--- src/rtl/prng_pkg.sv ---
// Package: shared types for the pseudo-random shift register.
// Assumes: nothing beyond IEEE 1800-2017.
package prng_pkg;

    // Feedback structure selector
    typedef enum logic {
        FB_GALOIS_XOR = 1'b0,
        FB_FIBO_XNOR  = 1'b1
    } fb_kind_e;

endpackage

--- src/rtl/prng_step.sv ---
// Module: prng_step
// Computes the plain next state of the register for the chosen flavour.
// Assumes: TAPS[WIDTH-1] is 1 (checked in the top); WIDTH >= 3.
module prng_step
    import prng_pkg::*;
#(
    parameter fb_kind_e          FLAVOR = FB_GALOIS_XOR,
    parameter int unsigned       WIDTH  = 32,
    parameter logic [WIDTH-1:0]  TAPS   = 32'h8020_0003
) (
    input  logic [WIDTH-1:0] state_i,
    output logic [WIDTH-1:0] next_o
);

    generate
        if (FLAVOR == FB_GALOIS_XOR) begin : g_galois
            // Right shift; fold the taps in when a one leaves the bottom
            always_comb begin
                next_o = {1'b0, state_i[WIDTH-1:1]} ^ (state_i[0] ? TAPS : '0);
            end
        end else begin : g_fibo
            // Left shift; insert the XNOR of the tapped bits at the bottom
            always_comb begin
                next_o = {state_i[WIDTH-2:0], ~(^(state_i & TAPS))};
            end
        end
    endgenerate

endmodule

--- src/rtl/prng_lock_det.sv ---
// Module: prng_lock_det
// Flags the dead state of the chosen flavour (all zeros / all ones).
// Assumes: purely combinational; the top decides what to do with the flag.
module prng_lock_det
    import prng_pkg::*;
#(
    parameter fb_kind_e    FLAVOR = FB_GALOIS_XOR,
    parameter int unsigned WIDTH  = 32
) (
    input  logic [WIDTH-1:0] state_i,
    output logic             locked_o
);

    localparam logic [WIDTH-1:0] DEAD_VAL = (FLAVOR == FB_GALOIS_XOR) ? '0 : '1;

    // Compare the state against the dead value
    always_comb begin
        locked_o = (state_i == DEAD_VAL);
    end

endmodule

--- src/rtl/prng_out_map.sv ---
// Module: prng_out_map
// Selects the output bits, optionally through a constant bit shuffle.
// Assumes: PERM_MAP holds WIDTH entries of IDX_W bits, entry i at
//          [i*IDX_W +: IDX_W]; it is only used when PERM_ON is 1.
module prng_out_map #(
    parameter int unsigned WIDTH   = 32,
    parameter int unsigned OUT_W   = 8,
    parameter bit          PERM_ON = 1'b0,
    parameter int unsigned IDX_W   = (WIDTH > 1) ? $clog2(WIDTH) : 1,
    parameter logic [WIDTH*IDX_W-1:0] PERM_MAP = '0
) (
    input  logic [WIDTH-1:0] state_i,
    output logic [OUT_W-1:0] out_o
);

    generate
        for (genvar i = 0; i < OUT_W; i++) begin : g_bit
            if (PERM_ON) begin : g_perm
                localparam logic [IDX_W-1:0] SRC = PERM_MAP[i*IDX_W +: IDX_W];
                // Route the mapped state bit to output bit i
                assign out_o[i] = state_i[SRC];
            end else begin : g_direct
                // Pass state bit i straight through
                assign out_o[i] = state_i[i];
            end
        end
    endgenerate

    // Elaboration check: every position appears exactly once in the map
    initial begin
        if (PERM_ON) begin
            for (int j = 0; j < int'(WIDTH); j++) begin
                int hits;
                hits = 0;
                for (int i = 0; i < int'(WIDTH); i++) begin
                    if (int'(PERM_MAP[i*IDX_W +: IDX_W]) == j) hits++;
                end
                assert_perm_complete_R8: assert (hits == 1)
                    else $error("permutation position %0d used %0d times", j, hits);
            end
        end
    end

endmodule

--- src/rtl/prng_shift_reg.sv ---
// Module: prng_shift_reg (top)
// Pseudo-random shift register with seed load, entropy mixing, lockup
// recovery and an optional output shuffle.
// Assumes: synchronous active-low reset; ENT_W and OUT_W not above WIDTH.
module prng_shift_reg
    import prng_pkg::*;
#(
    parameter fb_kind_e          FLAVOR    = FB_GALOIS_XOR,
    parameter int unsigned       WIDTH     = 32,
    parameter int unsigned       ENT_W     = 8,
    parameter int unsigned       OUT_W     = 8,
    parameter logic [WIDTH-1:0]  INIT_SEED = WIDTH'(1),
    parameter logic [WIDTH-1:0]  TAPS      = 32'h8020_0003,
    parameter bit                PERM_ON   = 1'b0,
    parameter int unsigned       IDX_W     = (WIDTH > 1) ? $clog2(WIDTH) : 1,
    parameter logic [WIDTH*IDX_W-1:0] PERM_MAP = '0
) (
    input  logic             clk,
    input  logic             rst_n,
    input  logic             seed_load,
    input  logic [WIDTH-1:0] seed_val,
    input  logic             step_en,
    input  logic [ENT_W-1:0] entropy,
    output logic [OUT_W-1:0] rand_out
);

    localparam logic [WIDTH-1:0] DEAD_VAL = (FLAVOR == FB_GALOIS_XOR) ? '0 : '1;

    logic [WIDTH-1:0] state_q;
    logic [WIDTH-1:0] step_nxt;
    logic [WIDTH-1:0] mixed_nxt;
    logic             locked;

    prng_step #(.FLAVOR(FLAVOR), .WIDTH(WIDTH), .TAPS(TAPS)) u_step (
        .state_i (state_q),
        .next_o  (step_nxt)
    );

    prng_lock_det #(.FLAVOR(FLAVOR), .WIDTH(WIDTH)) u_lock (
        .state_i  (state_q),
        .locked_o (locked)
    );

    prng_out_map #(
        .WIDTH(WIDTH), .OUT_W(OUT_W), .PERM_ON(PERM_ON),
        .IDX_W(IDX_W), .PERM_MAP(PERM_MAP)
    ) u_out (
        .state_i (state_q),
        .out_o   (rand_out)
    );

    // Mix entropy into the low bits of the stepped state
    always_comb begin
        mixed_nxt = step_nxt ^ WIDTH'(entropy);
    end

    // State register: reset, then seed load, then lockup recovery, then step
    always_ff @(posedge clk) begin
        if (!rst_n) begin
            state_q <= INIT_SEED;
        end else if (seed_load) begin
            state_q <= seed_val;
        end else if (step_en) begin
            state_q <= locked ? INIT_SEED : mixed_nxt;
        end
    end

    // Elaboration checks on the parameter set
    initial begin
        assert_msb_tap_R9: assert (TAPS[WIDTH-1] == 1'b1)
            else $error("top coefficient bit must be set");
        assert_seed_live_R9: assert (INIT_SEED != DEAD_VAL)
            else $error("default seed equals the lockup value");
        assert_even_taps_R9: assert (FLAVOR == FB_GALOIS_XOR || ($countones(TAPS) % 2) == 0)
            else $error("XNOR flavour needs an even tap count");
        assert_ent_width_R7: assert (ENT_W <= WIDTH && ENT_W >= 1)
            else $error("entropy width out of range");
        assert_out_width_R8: assert (OUT_W <= WIDTH && OUT_W >= 1)
            else $error("output width out of range");
    end

    // A seed load lands in the state one edge later
    assert_seed_taken_R4: assert property (@(posedge clk) disable iff (!rst_n)
        (rst_n && seed_load) |=> (state_q == $past(seed_val)));

    // Idle cycles leave the state untouched
    assert_idle_hold_R3: assert property (@(posedge clk) disable iff (!rst_n)
        (rst_n && !seed_load && !step_en) |=> $stable(state_q));

    // A locked state is replaced by the default seed on the next step
    assert_unlock_R5: assert property (@(posedge clk) disable iff (!rst_n)
        (rst_n && step_en && !seed_load && locked) |=> (state_q == INIT_SEED));

    // Plain stepping without entropy never creates a lockup
    assert_no_lockup_R9: assert property (@(posedge clk) disable iff (!rst_n)
        (rst_n && step_en && !seed_load && (entropy == '0) && !locked) |=> !locked);

endmodule

--- config.mk ---
export PLATFORM = sky130hd
export DESIGN_NAME = prng_shift_reg
export DESIGN_NICKNAME = d
export VERILOG_FILES = /design/src/rtl/prng_pkg.sv /design/src/rtl/prng_step.sv /design/src/rtl/prng_lock_det.sv /design/src/rtl/prng_out_map.sv /design/src/rtl/prng_shift_reg.sv
export SDC_FILE = /design/constraint.sdc
export NUM_CORES = 1
export LEC_CHECK = 0
export BUFFER_PORTS_ARGS = -buffer_cell sky130_fd_sc_hd__buf_2
export CAP_MARGIN = 20
export CORE_MARGIN = 5
export CORE_UTILIZATION = 35
export DETAILED_ROUTE_END_ITERATION = 16
export PLACE_DENSITY = 0.58
export RECOVER_POWER = 100
export SLEW_MARGIN = 20
export SYNTH_ARGS = -nofsm -noshare
export SYNTH_HDL_FRONTEND = slang
export SYNTH_SLANG_ARGS = --single-unit
export TNS_END_PERCENT = 50
--- constraint.sdc ---
create_clock -name clk -period 1.6 [get_ports clk]
set_input_delay 0.16 -clock clk [delete_from_list [all_inputs] [get_ports clk]]
set_output_delay 0.16 -clock clk [all_outputs]
set_load 0.005 [all_outputs]
# After elaboration in Yosys (flattened, before gate mapping)
# Index checks and enable logic that the tools add are counted.
[word_totals]
elab_cells = 9
out_inout_bits = 8
regBits = 32
in_bits = 44
[classes]
bitwise_logic = 2
mux = 4
n_reduce_logical = 2
[op_table]
columns = ["op", "n"]
rows = [
  ["$mux W32", 4],
  ["$logic_not A32 Y1", 1],
  ["$xor A31 B32 Y32", 1],
  ["$xor A32 B8 Y32", 1],
  ["$reduce_bool A2 Y1", 1],
]

# Depth between registers and ports, before layout
# Gate-level depths: netlist of the first run.
[logic_depth]
ltp_word = 6
ltp_mapped = 6
depth_no_buf = 6

# Cells and area by module
# Synthesis of the first run repeated with hierarchy kept, for this count alone.
[unflattened]
cells_unflattened = 207
area_unflattened_um2 = 1975.6
[by_module_without_submodules]
columns = ["module", "instances", "cells_each", "seq_area_each_um2", "area_each_um2"]
rows = [
  ["prng_shift_reg", 1, 156, 640.6, 1599.0],
  ["prng_step", 1, 32, 0.0, 244.0],
  ["prng_lock_det", 1, 11, 0.0, 72.6],
  ["prng_out_map", 1, 8, 0.0, 60.1],
]

# Worst setup path before layout of the first run
# OpenSTA, ideal clock, no wires.
[synth_timing]
kind = "register -> register"
startpoint = "register state_q[0]"
endpoint = "register state_q[21]"
path_buffers = 0
setup_ns = 0.134
required_time_ns = 1.466
synth_period_minus_slack_ns = 1.471
t_arrival_ns = 1.337
path_stages_with_launch = 7
path_slack_ns = 0.129
path_cell_list = "dfxtp_1 -> inv_1 -> ha_1 -> nor4b_2 -> nand4_1 -> o2111ai_4 -> o22ai_1"
[synth_via]
elab_chain_len = 6
elab_cells_between_ends = 7
classes_between = "4 x mux; 2 x bitwise; 1 x reduce/logical"
[synth_rtl]
columns = ["item", "line_no", "rtl"]
rows = [
  ["start: declaration", "prng_shift_reg.sv:29", "logic [WIDTH-1:0] state_q;"],
  ["start signal: assignment", "prng_shift_reg.sv:62", "state_q <= seed_val;"],
  ["start signal: assignment", "prng_shift_reg.sv:64", "state_q <= locked ? INIT_SEED : mixed_nxt;"],
  ["$mux W32", "prng_step.sv:19", "next_o = {1'b0, state_i[WIDTH-1:1]} ^ (state_i[0] ? TAPS : '0);"],
  ["$xor A31 B32 Y32", "prng_step.sv:19", ""],
  ["$xor A32 B8 Y32", "prng_shift_reg.sv:54", "mixed_nxt = step_nxt ^ WIDTH'(entropy);"],
  ["$mux W32 *", "prng_shift_reg.sv:64", ""],
  ["$mux W32 *", "prng_shift_reg.sv:63", "end else if (step_en) begin"],
  ["$mux W32 *", "prng_shift_reg.sv:61", "end else if (seed_load) begin"],
]
# Mark *: on every way between the ends. The rest lies on a longest branch, timed or not. The select of a mux whose other input is x is not followed.
# A chain may end at the register's enable or synchronous reset.

# Worst setup path in the final report of the first run
[layout_timing]
startpoint = "register state_q[0]"
endpoint = "register state_q[5]"
[layout_via]
elab_chain_len = 4
[layout_rtl]
columns = ["item", "line_no", "rtl"]
rows = [
  ["$logic_not A32 Y1", "prng_lock_det.sv:18", "locked_o = (state_i == DEAD_VAL);"],
  ["$mux W32", "prng_shift_reg.sv:64", ""],
  ["$mux W32", "prng_shift_reg.sv:63", ""],
  ["$mux W32", "prng_shift_reg.sv:61", ""],
]
# No other way between the ends. The select of a mux whose other input is x is not followed.

==> results of run 1 <==
## worst max-delay path: stages, from the launching register on
cell and delay [ns]:
dfxtp_1 0.32, inv_2 0.07, ha_4 0.13, nor4b_2 0.17
nand4_1 0.25, o2111ai_4 0.35, o22ai_1 0.11
## power groups by stage
stage	Sequential [mW]	Clock (mW)	Combinational, mW
after floorplan	0.908	0	0.249
after global placement	0.917	0	0.355
after detailed placement	0.918	0	0.354
after CTS	0.901	0.769	0.363
after global routing	0.919	0.803	0.422
final	0.910	0.744	0.377
## synth_stat cells (3+ instances only)
cell | number | share of area [%]
a21oi_1 | 31 | 9.2
buf_1 | 3 | 0.67
buf_4 | 10 | 4.4
clkbuf_1 | 7 | 1.6
dfxtp_1 | 32 | 38
inv_1 | 4 | 0.89
mux2i_1 | 22 | 13
nor2_1 | 45 | 10
nor3b_1 | 8 | 3.6
nor4_1 | 4 | 1.5
o22ai_1 | 9 | 3.3
xnor2_1 | 10 | 5.2
## final timing paths
check / startpoint / end / slack (ns) / depth (start not counted)
hold reg to reg: state_q[8] / state_q[7] / 0.63 / 2
setup reg to reg: state_q[0] / state_q[5] / 0.07 / 6
setup / recovery: state_q[0] / state_q[5] / 0.07 / 6
hold / removal: seed_val[30] / state_q[30] / 0.11 / 3
## metrics by stage
stage | hold WS (ns) | cells
after floorplan | 0.2503 | 200
after global placement | 0.3904 | 290
after detailed placement | 0.3941 | 290
after CTS | 0.09474 | 300
after global routing | 0.09940 | 300
final | 0.1061 | 300
## kinds of logic (layout without fill, tap and decap cells)
group | after synthesis | after routing | share of synthesized area (%)
xor+xnor | 10 | 10 | 5.181
flops | 32 | 32 | 37.90
fa+ha+maj | 1 | 1 | 0.7401
compound gates | 44 | 45 | 15.40
simple gates | 65 | 65 | 19.61
mux | 22 | 22 | 13.03
buf+inv | 26 | 71 | 8.142
## layout make-up
type                    count  area share, %
multi-input cells         143          46.09
clock inverters             2          1.623
flip-flops and latches     32          29.68
repair buffers             59          15.42
inverters                   4         0.6957
well taps                  54          3.130
clock buffers               6          3.362
## per-layer routing
layer | part of all wire [%] | global-route usage [%]
met1 | 46 | 16.54
met2 | 46 | 20.70
met3 | 6.8 | 4.740
met4 | 1.2 | 5.498
met5 | 0 | 0
## what timing repair did
item | CTS | global route
endpoints found under the hold margin | 0 | 0
setup buffers | 1 | 0
setup endpoints to repair | 2 | 10
gates cloned | 1 | 0
resized for setup | 0 | 13
pin swaps | 3 | 12
==> summary.md, run 1 <==
| Metric | Value |
|---|---|
| Status | `complete, no violations` |
| Seq/Total Area, Yosys | `37.90%` |
| Int Power | `between 1.5 and 2 mW` |
| Leakage | `0.9187 nW` |
| Post-layout util | `a little under half` |
| Critical Path Source Type | `register` |
| Rel. slew slack | `roughly 54%` |
| Final WL | `a little over 4 mm` |
| Worst-skew pair later-pin latency | `0.28 ns` |
| Initial drt markers | `75` |
| DP Area | `0.001968 mm²` |
| Worst-path clk slew | `approximately 0.070 ns` |
| Peak supply drop | `0.6894 mV` |
| HPWL after detailed placement | `around 2.9 mm` |
| Mapped cell area | `between 0.0015 and 0.002 mm²` |
| Diode count | `0` |
| Clock skew | `about 0.0066 ns` |
| Max_cap viols | `0` |
| Final setup margin | `roughly 0.074 ns` |
| Seq pwr share | `between 40 and 50%` |
| Required @ worst endpoint | `around 1.8 ns` |
| RSZ-0062 raised after global routing | `true` |
| Clock power frac | `a little over a third` |
| Fill count | `480` |
| Gate power share | `about a fifth` |
| Clock root buffer | `clkbuf_8` |
| Max FO, Critical Path | `5` |
| Cell count after synthesis | `200` |
| Min Tclk post-route | `1.526 ns` |
| Vias per inst | `between 4 and 5` |
| Initial Utilization | `between 30% and 40%` |
| YS warnings | `0` |
| TritonRoute pass-1 iters | `4` |
| CP Class | `register to register` |
| Max FFs per register | `32` |
| Placer congestion estimate | `around 0.74` |
| Total Neg Setup Slack | `0 ns` |
| Number of distinct library cells after synthesis | `24` |
| Initial antenna violation count | `0` |
| Dpl ws | `~0.016 ns` |
| Mean Syn Cell Area | `roughly 8.5 µm²` |
| Ys async rst share | `0%` |
| Cell row count | `25` |
| Layout cells sized above 1 | `30.89%` |
| Switching Fraction | `between 20% and 30%` |
| Core area | `around 0.0047 mm²` |
| CTS Buf Count | `5` |
| Die Wd | `roughly 79 µm` |
| Nets@finish | `290` |
| Largest net degree at the start of global routing | `46` |
| DR DRC count | `0` |
| Min-delay worst type | `input port to register` |
| Multi-input combinational cell area | `slightly below 0.001 mm²` |
| Count of final setup violators | `0` |
| Register area | `approximately 640 µm²` |
| Mapped Nets | `roughly 250` |
| Port bufs | `between 50 and 60` |
| Largest regs | `state_q x32` |
| DR vias | `between 1,000 and 1,500` |
| DRT antenna net count | `0` |
| Power Density | `approximately 940 mW/mm²` |
| #FFs+latches synth | `32` |
| Post-synth EDFFs | `0` |
| Most frequent cells in the layout | `buf_2 (48), nor2_1 (45), dfxtp_1 (32), a21oi_1 (31), mux2i_1 (22)` |
| Max clock buf depth | `2` |
| Gr usage total | `13.30%` |
| Highest clock rate | `655.3 MHz` |
| Die Height | `between 70 and 80 µm` |
| Routed len/inst | `between 10 and 15 µm` |
| Die area | `0.006319 mm²` |
| Sw Pwr | `~0.52 mW` |
| Area grow syn2layout | `27.68%` |
| First-pass GRT wire length | `6.575 mm` |
| Final Power | `between 2 and 2.5 mW` |
| CP Capture Type | `register` |
| Vias in the first global route | `~1,400` |
| Most common cell after layout, fill and taps aside | `buf_2` |
| Final instance area | `approximately 0.0022 mm²` |
| IO Pins | `52` |
| Top FF cell, synth | `dfxtp_1` |
| Period utilisation layout | `between 90% and 100%` |
| Max-slew violations | `0` |
| Hold Buf Count CTS | `0` |
| Biggest register | `state_q` |
| Arrival @ worst endpoint | `roughly 1.7 ns` |
| Final hold violation count | `0` |
| Worst slew pin tran | `~0.7 ns` |
| TritonCTS clock tree | `done` |
| H-tree Lvls | `2` |
| CTS Sinks | `32` |
| Total grt overflow | `0` |
(Power assumes the default switching activity.)
==> run 2, diff against run 1 <==
CELL_PAD_IN_SITES_DETAIL_PLACEMENT = 1   (was not set)
CELL_PAD_IN_SITES_GLOBAL_PLACEMENT = 2   (was not set)
CORE_UTILIZATION = 29   (was 35)
PLACE_DENSITY = 0.79   (was 0.58)
==> summary.md, run 2 (synthesized netlist as in run 1, its figures left out) <==
| Metric | Value |
|---|---|
| Status | `complete, no violations (unchanged)` |
| Worst reg-to-reg setup slack | `0.05 ns (was 0.07 ns)` |
| Most common cell after layout, fill and taps aside | `buf_2 (unchanged)` |
| Min-delay worst type | `input port to register (unchanged)` |
| TritonRoute pass-1 iters | `4 (unchanged)` |
| Max FO, Critical Path | `4 (was 5)` |
| Cell row count | `27 (was 25)` |
| DR vias | `1,584 (was 1,480)` |
| CTS Sinks | `32 (unchanged)` |
| TritonCTS clock tree | `done (unchanged)` |
| Worst-path clk slew | `0.07 ns (about the same)` |
| Switching Fraction | `27.62% (was 25.52%)` |
| Layout cells sized above 1 | `33.20% (was 30.89%)` |
| Rel. slew slack | `52.29% (was 54.14%)` |
| Critical Path Source Type | `register (unchanged)` |
| Total grt overflow | `0 (unchanged)` |
| Dpl ws | `0.004562 ns (was 0.01607 ns)` |
| Hold Buf Count CTS | `0 (unchanged)` |
| Initial Utilization | `30.33% (was 36.03%)` |
| Port bufs | `51 (unchanged)` |
| Largest regs | `state_q x32 (unchanged)` |
| Final WL | `4.807 mm (was 4.152 mm)` |
| Min Tclk post-route | `1.549 ns (was 1.526 ns)` |
| Clock root buffer | `clkbuf_8 (unchanged)` |
| Clock power frac | `33.1% (was 36.6%)` |
| DP Area | `0.002031 mm² (was 0.001968 mm²)` |
| Final setup margin | `0.05064 ns (was 0.07401 ns)` |
| Area grow syn2layout | `30.42% (was 27.68%)` |
| DRT antenna net count | `0 (unchanged)` |
| Final Power | `1.956 mW (was 2.032 mW)` |
| CP Capture Type | `register (unchanged)` |
| Max FFs per register | `32 (unchanged)` |
| Clock skew | `0.004644 ns (was 0.006639 ns)` |
| Power Density | `887.1 mW/mm² (was 941.4 mW/mm²)` |
| Required @ worst endpoint | `1.76 ns (about the same)` |
| Diode count | `0 (unchanged)` |
| Routed len/inst | `14.66 µm (was 13.84 µm)` |
| Final hold violation count | `0 (unchanged)` |
| Leakage | `0.9535 nW (was 0.9187 nW)` |
| CP Class | `register to register (unchanged)` |
| Multi-input combinational cell area | `963.4 µm² (was 994.7 µm²)` |
| Die Height | `86.35 µm (was 79.50 µm)` |
| Seq pwr share | `46.4% (was 44.8%)` |
| Biggest register | `state_q (unchanged)` |
| Worst slew pin tran | `0.7157 ns (was 0.6879 ns)` |
| Largest net degree at the start of global routing | `28 (was 46)` |
| DR DRC count | `0 (unchanged)` |
| Worst-skew pair later-pin latency | `0.29 ns (was 0.28 ns)` |
| Die area | `0.007455 mm² (was 0.006319 mm²)` |
| CTS Buf Count | `5 (unchanged)` |
| HPWL after detailed placement | `3.489 mm (was 2.897 mm)` |
| Peak supply drop | `0.3101 mV (was 0.6894 mV)` |
| Count of final setup violators | `0 (unchanged)` |
| Vias in the first global route | `1,599 (was 1,426)` |
| Register area | `644.4 µm² (was 640.6 µm²)` |
| Most frequent cells in the layout | `buf_2 (49), nor2_1 (45), a21oi_1 (31), dfxtp_1 (29), mux2i_1 (22) (was buf_2 (48), nor2_1 (45), dfxtp_1 (32), a21oi_1 (31), mux2i_1 (22))` |
| Final instance area | `0.002205 mm² (was 0.002158 mm²)` |
| Max clock buf depth | `2 (unchanged)` |
| Int Power | `1.416 mW (was 1.513 mW)` |
| Vias per inst | `4.829 (was 4.933)` |
| Post-layout util | `39.55% (was 46.00%)` |
| Core area | `0.005574 mm² (was 0.004692 mm²)` |
| Nets@finish | `300 (was 290)` |
| Max-slew violations | `0 (unchanged)` |
| Fill count | `699 (was 480)` |
| IO Pins | `52 (unchanged)` |
| Gate power share | `20.5% (was 18.6%)` |
| Gr usage total | `13.31% (was 13.30%)` |
| Period utilisation layout | `96.84% (was 95.37%)` |
| Max_cap viols | `0 (unchanged)` |
| Sw Pwr | `0.5401 mW (was 0.5186 mW)` |
| Initial antenna violation count | `0 (unchanged)` |
| Arrival @ worst endpoint | `1.71 ns (was 1.68 ns)` |
| Die Wd | `86.35 µm (was 79.50 µm)` |
| Highest clock rate | `645.4 MHz (was 655.3 MHz)` |
| Placer congestion estimate | `0.7381 (was 0.7424)` |
| H-tree Lvls | `2 (unchanged)` |
| Initial drt markers | `98 (was 75)` |
| First-pass GRT wire length | `7.679 mm (was 6.575 mm)` |
-- run 2: power by group through the flow --
stage | Combinational (mW) | Clock (mW) | Sequential (mW)
floorplan | 0.249 | 0 | 0.908
global placement | 0.373 | 0 | 0.917
detailed placement | 0.375 | 0 | 0.919
CTS | 0.384 | 0.664 | 0.901
global route | 0.446 | 0.714 | 0.915
finish | 0.400 | 0.648 | 0.907
-- run 2: final cells by class --
type | count | share of cell area (%)
Sequential cell | 32 | 29.23
Tap cell | 72 | 4.086
Clock buffer | 8 | 4.086
Timing Repair Buffer | 69 | 18.22
Inverter | 4 | 0.6810
Multi-Input combinational cell | 143 | 43.70
-- run 2: final timing paths --
kind | from | endpoint | cells past startpoint
setup / recovery | state_q[1] | state_q[21] | 7
hold / removal | seed_val[8] | state_q[8] | 3
setup reg to reg | state_q[1] | state_q[21] | 7
hold reg to reg | state_q[8] | state_q[7] | 2
-- run 2: what timing repair did --
item | CTS | global route
buffers inserted | 1 | 3
cloned | 1 | 0
pin swaps | 3 | 9
gates resized for setup | 0 | 13
endpoints found under the setup margin | 9 | 9
-- run 2: layer usage --
metal,track usage (%),vias up,share of wire [%]
met5,0,-,0
met4,5.524,0,1.7
met3,3.612,9,5.1
met2,20.31,34,46
met1,17.65,738,47
li1,-,803,-
-- run 2: critical path, stage by stage, from the launching register on --
cell       delay [ns]
dfxtp_2          0.33
inv_2            0.07
ha_4             0.12
nor4b_4          0.18
nand4_1          0.14
buf_6            0.16
o2111ai_2        0.28
o22ai_1          0.15
-- run 2: through the flow --
step / cells / hold WS (ns) / TNS [ns]
floorplan: 200 / 0.2503 / 0
global placement: 315 / 0.3931 / 0
detailed placement: 315 / 0.3972 / 0
CTS: 325 / 0.09327 / 0
global route: 328 / 0.09764 / -0.1475
finish: 328 / 0.09911 / 0
==> run 3, diff against run 2 <==
CORE_UTILIZATION = 25   (was 29)
PLACE_DENSITY = 0.7   (was 0.79)
==> summary.md, run 3 (synthesized netlist as in run 1, its figures left out) <==
| Metric | Value |
|---|---|
| Leakage | `0.9327 nW (was 0.9535 nW)` |
| Max FO, Critical Path | `5 (was 4)` |
| Cell row count | `30 (was 27)` |
| Nets@finish | `297 (was 300)` |
| Final WL | `4.829 mm (was 4.807 mm)` |
| Power Density | `933.6 mW/mm² (was 887.1 mW/mm²)` |
| Final hold violation count | `0 (unchanged)` |
| Area grow syn2layout | `30.79% (was 30.42%)` |
| DR vias | `1,560 (was 1,584)` |
| Period utilisation layout | `94.11% (was 96.84%)` |
| Max clock buf depth | `2 (unchanged)` |
| Total grt overflow | `0 (unchanged)` |
| CTS Sinks | `32 (unchanged)` |
| Largest regs | `state_q x32 (unchanged)` |
| Largest net degree at the start of global routing | `36 (was 28)` |
| IO Pins | `52 (unchanged)` |
| Port bufs | `51 (unchanged)` |
| Initial Utilization | `25.30% (was 30.33%)` |
| Diode count | `0 (unchanged)` |
| Worst-path clk slew | `0.07 ns (about the same)` |
| Layout cells sized above 1 | `31.23% (was 33.20%)` |
| Routed len/inst | `14.50 µm (was 14.66 µm)` |
| Vias per inst | `4.685 (was 4.829)` |
| Max FFs per register | `32 (unchanged)` |
| Worst-skew pair later-pin latency | `0.28 ns (was 0.29 ns)` |
| Final Power | `2.064 mW (was 1.956 mW)` |
| Metal2 WL | `2.284 mm (was 2.229 mm)` |
| Highest clock rate | `664.1 MHz (was 645.4 MHz)` |
| Initial antenna violation count | `0 (unchanged)` |
| Worst slew pin tran | `0.6810 ns (was 0.7157 ns)` |
| Arrival @ worst endpoint | `1.66 ns (was 1.71 ns)` |
| Die Wd | `92.23 µm (was 86.35 µm)` |
| TritonCTS clock tree | `done (unchanged)` |
| Clock root buffer | `clkbuf_8 (unchanged)` |
| Met3 wire length | `220 µm (was 247 µm)` |
| Die Height | `92.23 µm (was 86.35 µm)` |
| Peak supply drop | `0.3195 mV (was 0.3101 mV)` |
| HPWL after detailed placement | `3.447 mm (was 3.489 mm)` |
| Final Instance Count excl. Fillers | `333 (was 328)` |
| DRT antenna net count | `0 (unchanged)` |
| Max_cap viols | `0 (unchanged)` |
| Dpl cells | `321 (was 315)` |
| Final setup margin | `0.09421 ns (was 0.05064 ns)` |
| First-pass GRT wire length | `8.017 mm (was 7.679 mm)` |
| Die area | `0.008506 mm² (was 0.007455 mm²)` |
| Max-slew violations | `0 (unchanged)` |
| Min Tclk post-route | `1.506 ns (was 1.549 ns)` |
| Count of final setup violators | `0 (unchanged)` |
| Post-layout util | `33.09% (was 39.55%)` |
| Core area | `0.006681 mm² (was 0.005574 mm²)` |
| Dpl ws | `-0.04754 ns (was 0.004562 ns)` |
| Clock skew | `0.004812 ns (was 0.004644 ns)` |
| Placer congestion estimate | `0.7044 (was 0.7381)` |
| DR DRC count | `0 (unchanged)` |
| CP Class | `register to register (unchanged)` |
| Vias in the first global route | `1,702 (was 1,599)` |
| Biggest register | `state_q (unchanged)` |
| CTS Buf Count | `5 (unchanged)` |
| Most common cell after layout, fill and taps aside | `buf_2 (unchanged)` |
| Status | `complete, no violations (unchanged)` |
| Top sig layer | `met4 (unchanged)` |
| M1 WL | `2.272 mm (was 2.250 mm)` |
| CP Capture Type | `register (unchanged)` |
| Critical Path Source Type | `register (unchanged)` |
| Initial drt markers | `46 (was 98)` |
| Gr usage total | `11.64% (was 13.31%)` |
| H-tree Lvls | `2 (unchanged)` |
| Required @ worst endpoint | `1.76 ns (about the same)` |
| TritonRoute pass-1 iters | `4 (unchanged)` |
| Rel. slew slack | `54.60% (was 52.29%)` |
| Min-delay worst type | `input port to register (unchanged)` |
| Most frequent cells in the layout | `buf_2 (47), nor2_1 (45), a21oi_1 (31), dfxtp_1 (31), mux2i_1 (22) (was buf_2 (49), nor2_1 (45), a21oi_1 (31), dfxtp_1 (29), mux2i_1 (22))` |
-- run 3: cell types whose count changed in the layout (fill, tap and decap cells not counted), sizes merged --
cell / delta
bufinv: +1
buf: -6
clkbuf: +1
clkinv: +1
-- run 3: worst max-delay path, cell delays in order, from the launching register on --
cell	delay, ns
dfxtp_2	0.32
inv_2	0.07
ha_4	0.13
nor4b_4	0.17
nand4_1	0.10
buf_4	0.18
o2111ai_4	0.26
o22ai_1	0.13
-- run 3: worst paths after layout --
| check | start | to | depth (start not counted) | slack, ns |
|---|---|---|---|---|
| max | state_q[1] | state_q[4] | 7 | 0.09 |
| min reg2reg | state_q[5] | state_q[4] | 2 | 0.61 |
| max reg2reg | state_q[1] | state_q[4] | 7 | 0.09 |
| min | seed_val[19] | state_q[19] | 3 | 0.11 |
-- run 3: metrics by stage --
| step | hold slack [ns] | setup TNS [ns] | instance area [µm²] |
|---|---|---|---|
| 2_1_floorplan | 0.2503 | 0 | 1690 |
| 3_3_place_gp | 0.3965 | 0 | 2026 |
| 3_5_place_dp | 0.3997 | -0.2421 | 2026 |
| 4_1_cts | 0.1075 | -0.009412 | 2193 |
| 5_1_grt | 0.1160 | -0.007192 | 2211 |
| 6_report | 0.1074 | 0 | 2211 |
-- run 3: cell type report --
| type | count | area (µm²) |
|---|---|---|
| fill | 819 | 4471 |
| tap | 80 | 100.1 |
| clock buffer | 6 | 72.57 |
| clock inverter | 2 | 35.03 |
| inverter | 4 | 15.01 |
| multi-input combinational | 143 | 978.4 |
| sequential | 32 | 641.9 |
| timing repair buffer | 66 | 367.9 |
-- run 3: timing repair --
| item | CTS | global route |
|---|---|---|
| gates resized for setup | 8 | 3 |
| setup buffers | 3 | 1 |
| setup endpoints to repair | 9 | 9 |
| hold buffers | 0 | 0 |
| pin swaps | 8 | 1 |
| gates cloned | 1 | 0 |
-- run 3: layer usage --
layer / global-route usage (%) / vias to the layer above
met1: 14.75 / 717
met4: 3.713 / 0
met3: 3.199 / 5
met5: 0 / -
li1: - / 801
met2: 19.10 / 37
-- run 3: power breakdown --
group | leakage [nW] | internal, mW | switching (mW) | total [mW]
Sequential | 0.265 | 0.852 | 0.0551 | 0.907
Clock | 0.0552 | 0.462 | 0.305 | 0.767
Combinational | 0.613 | 0.205 | 0.186 | 0.391
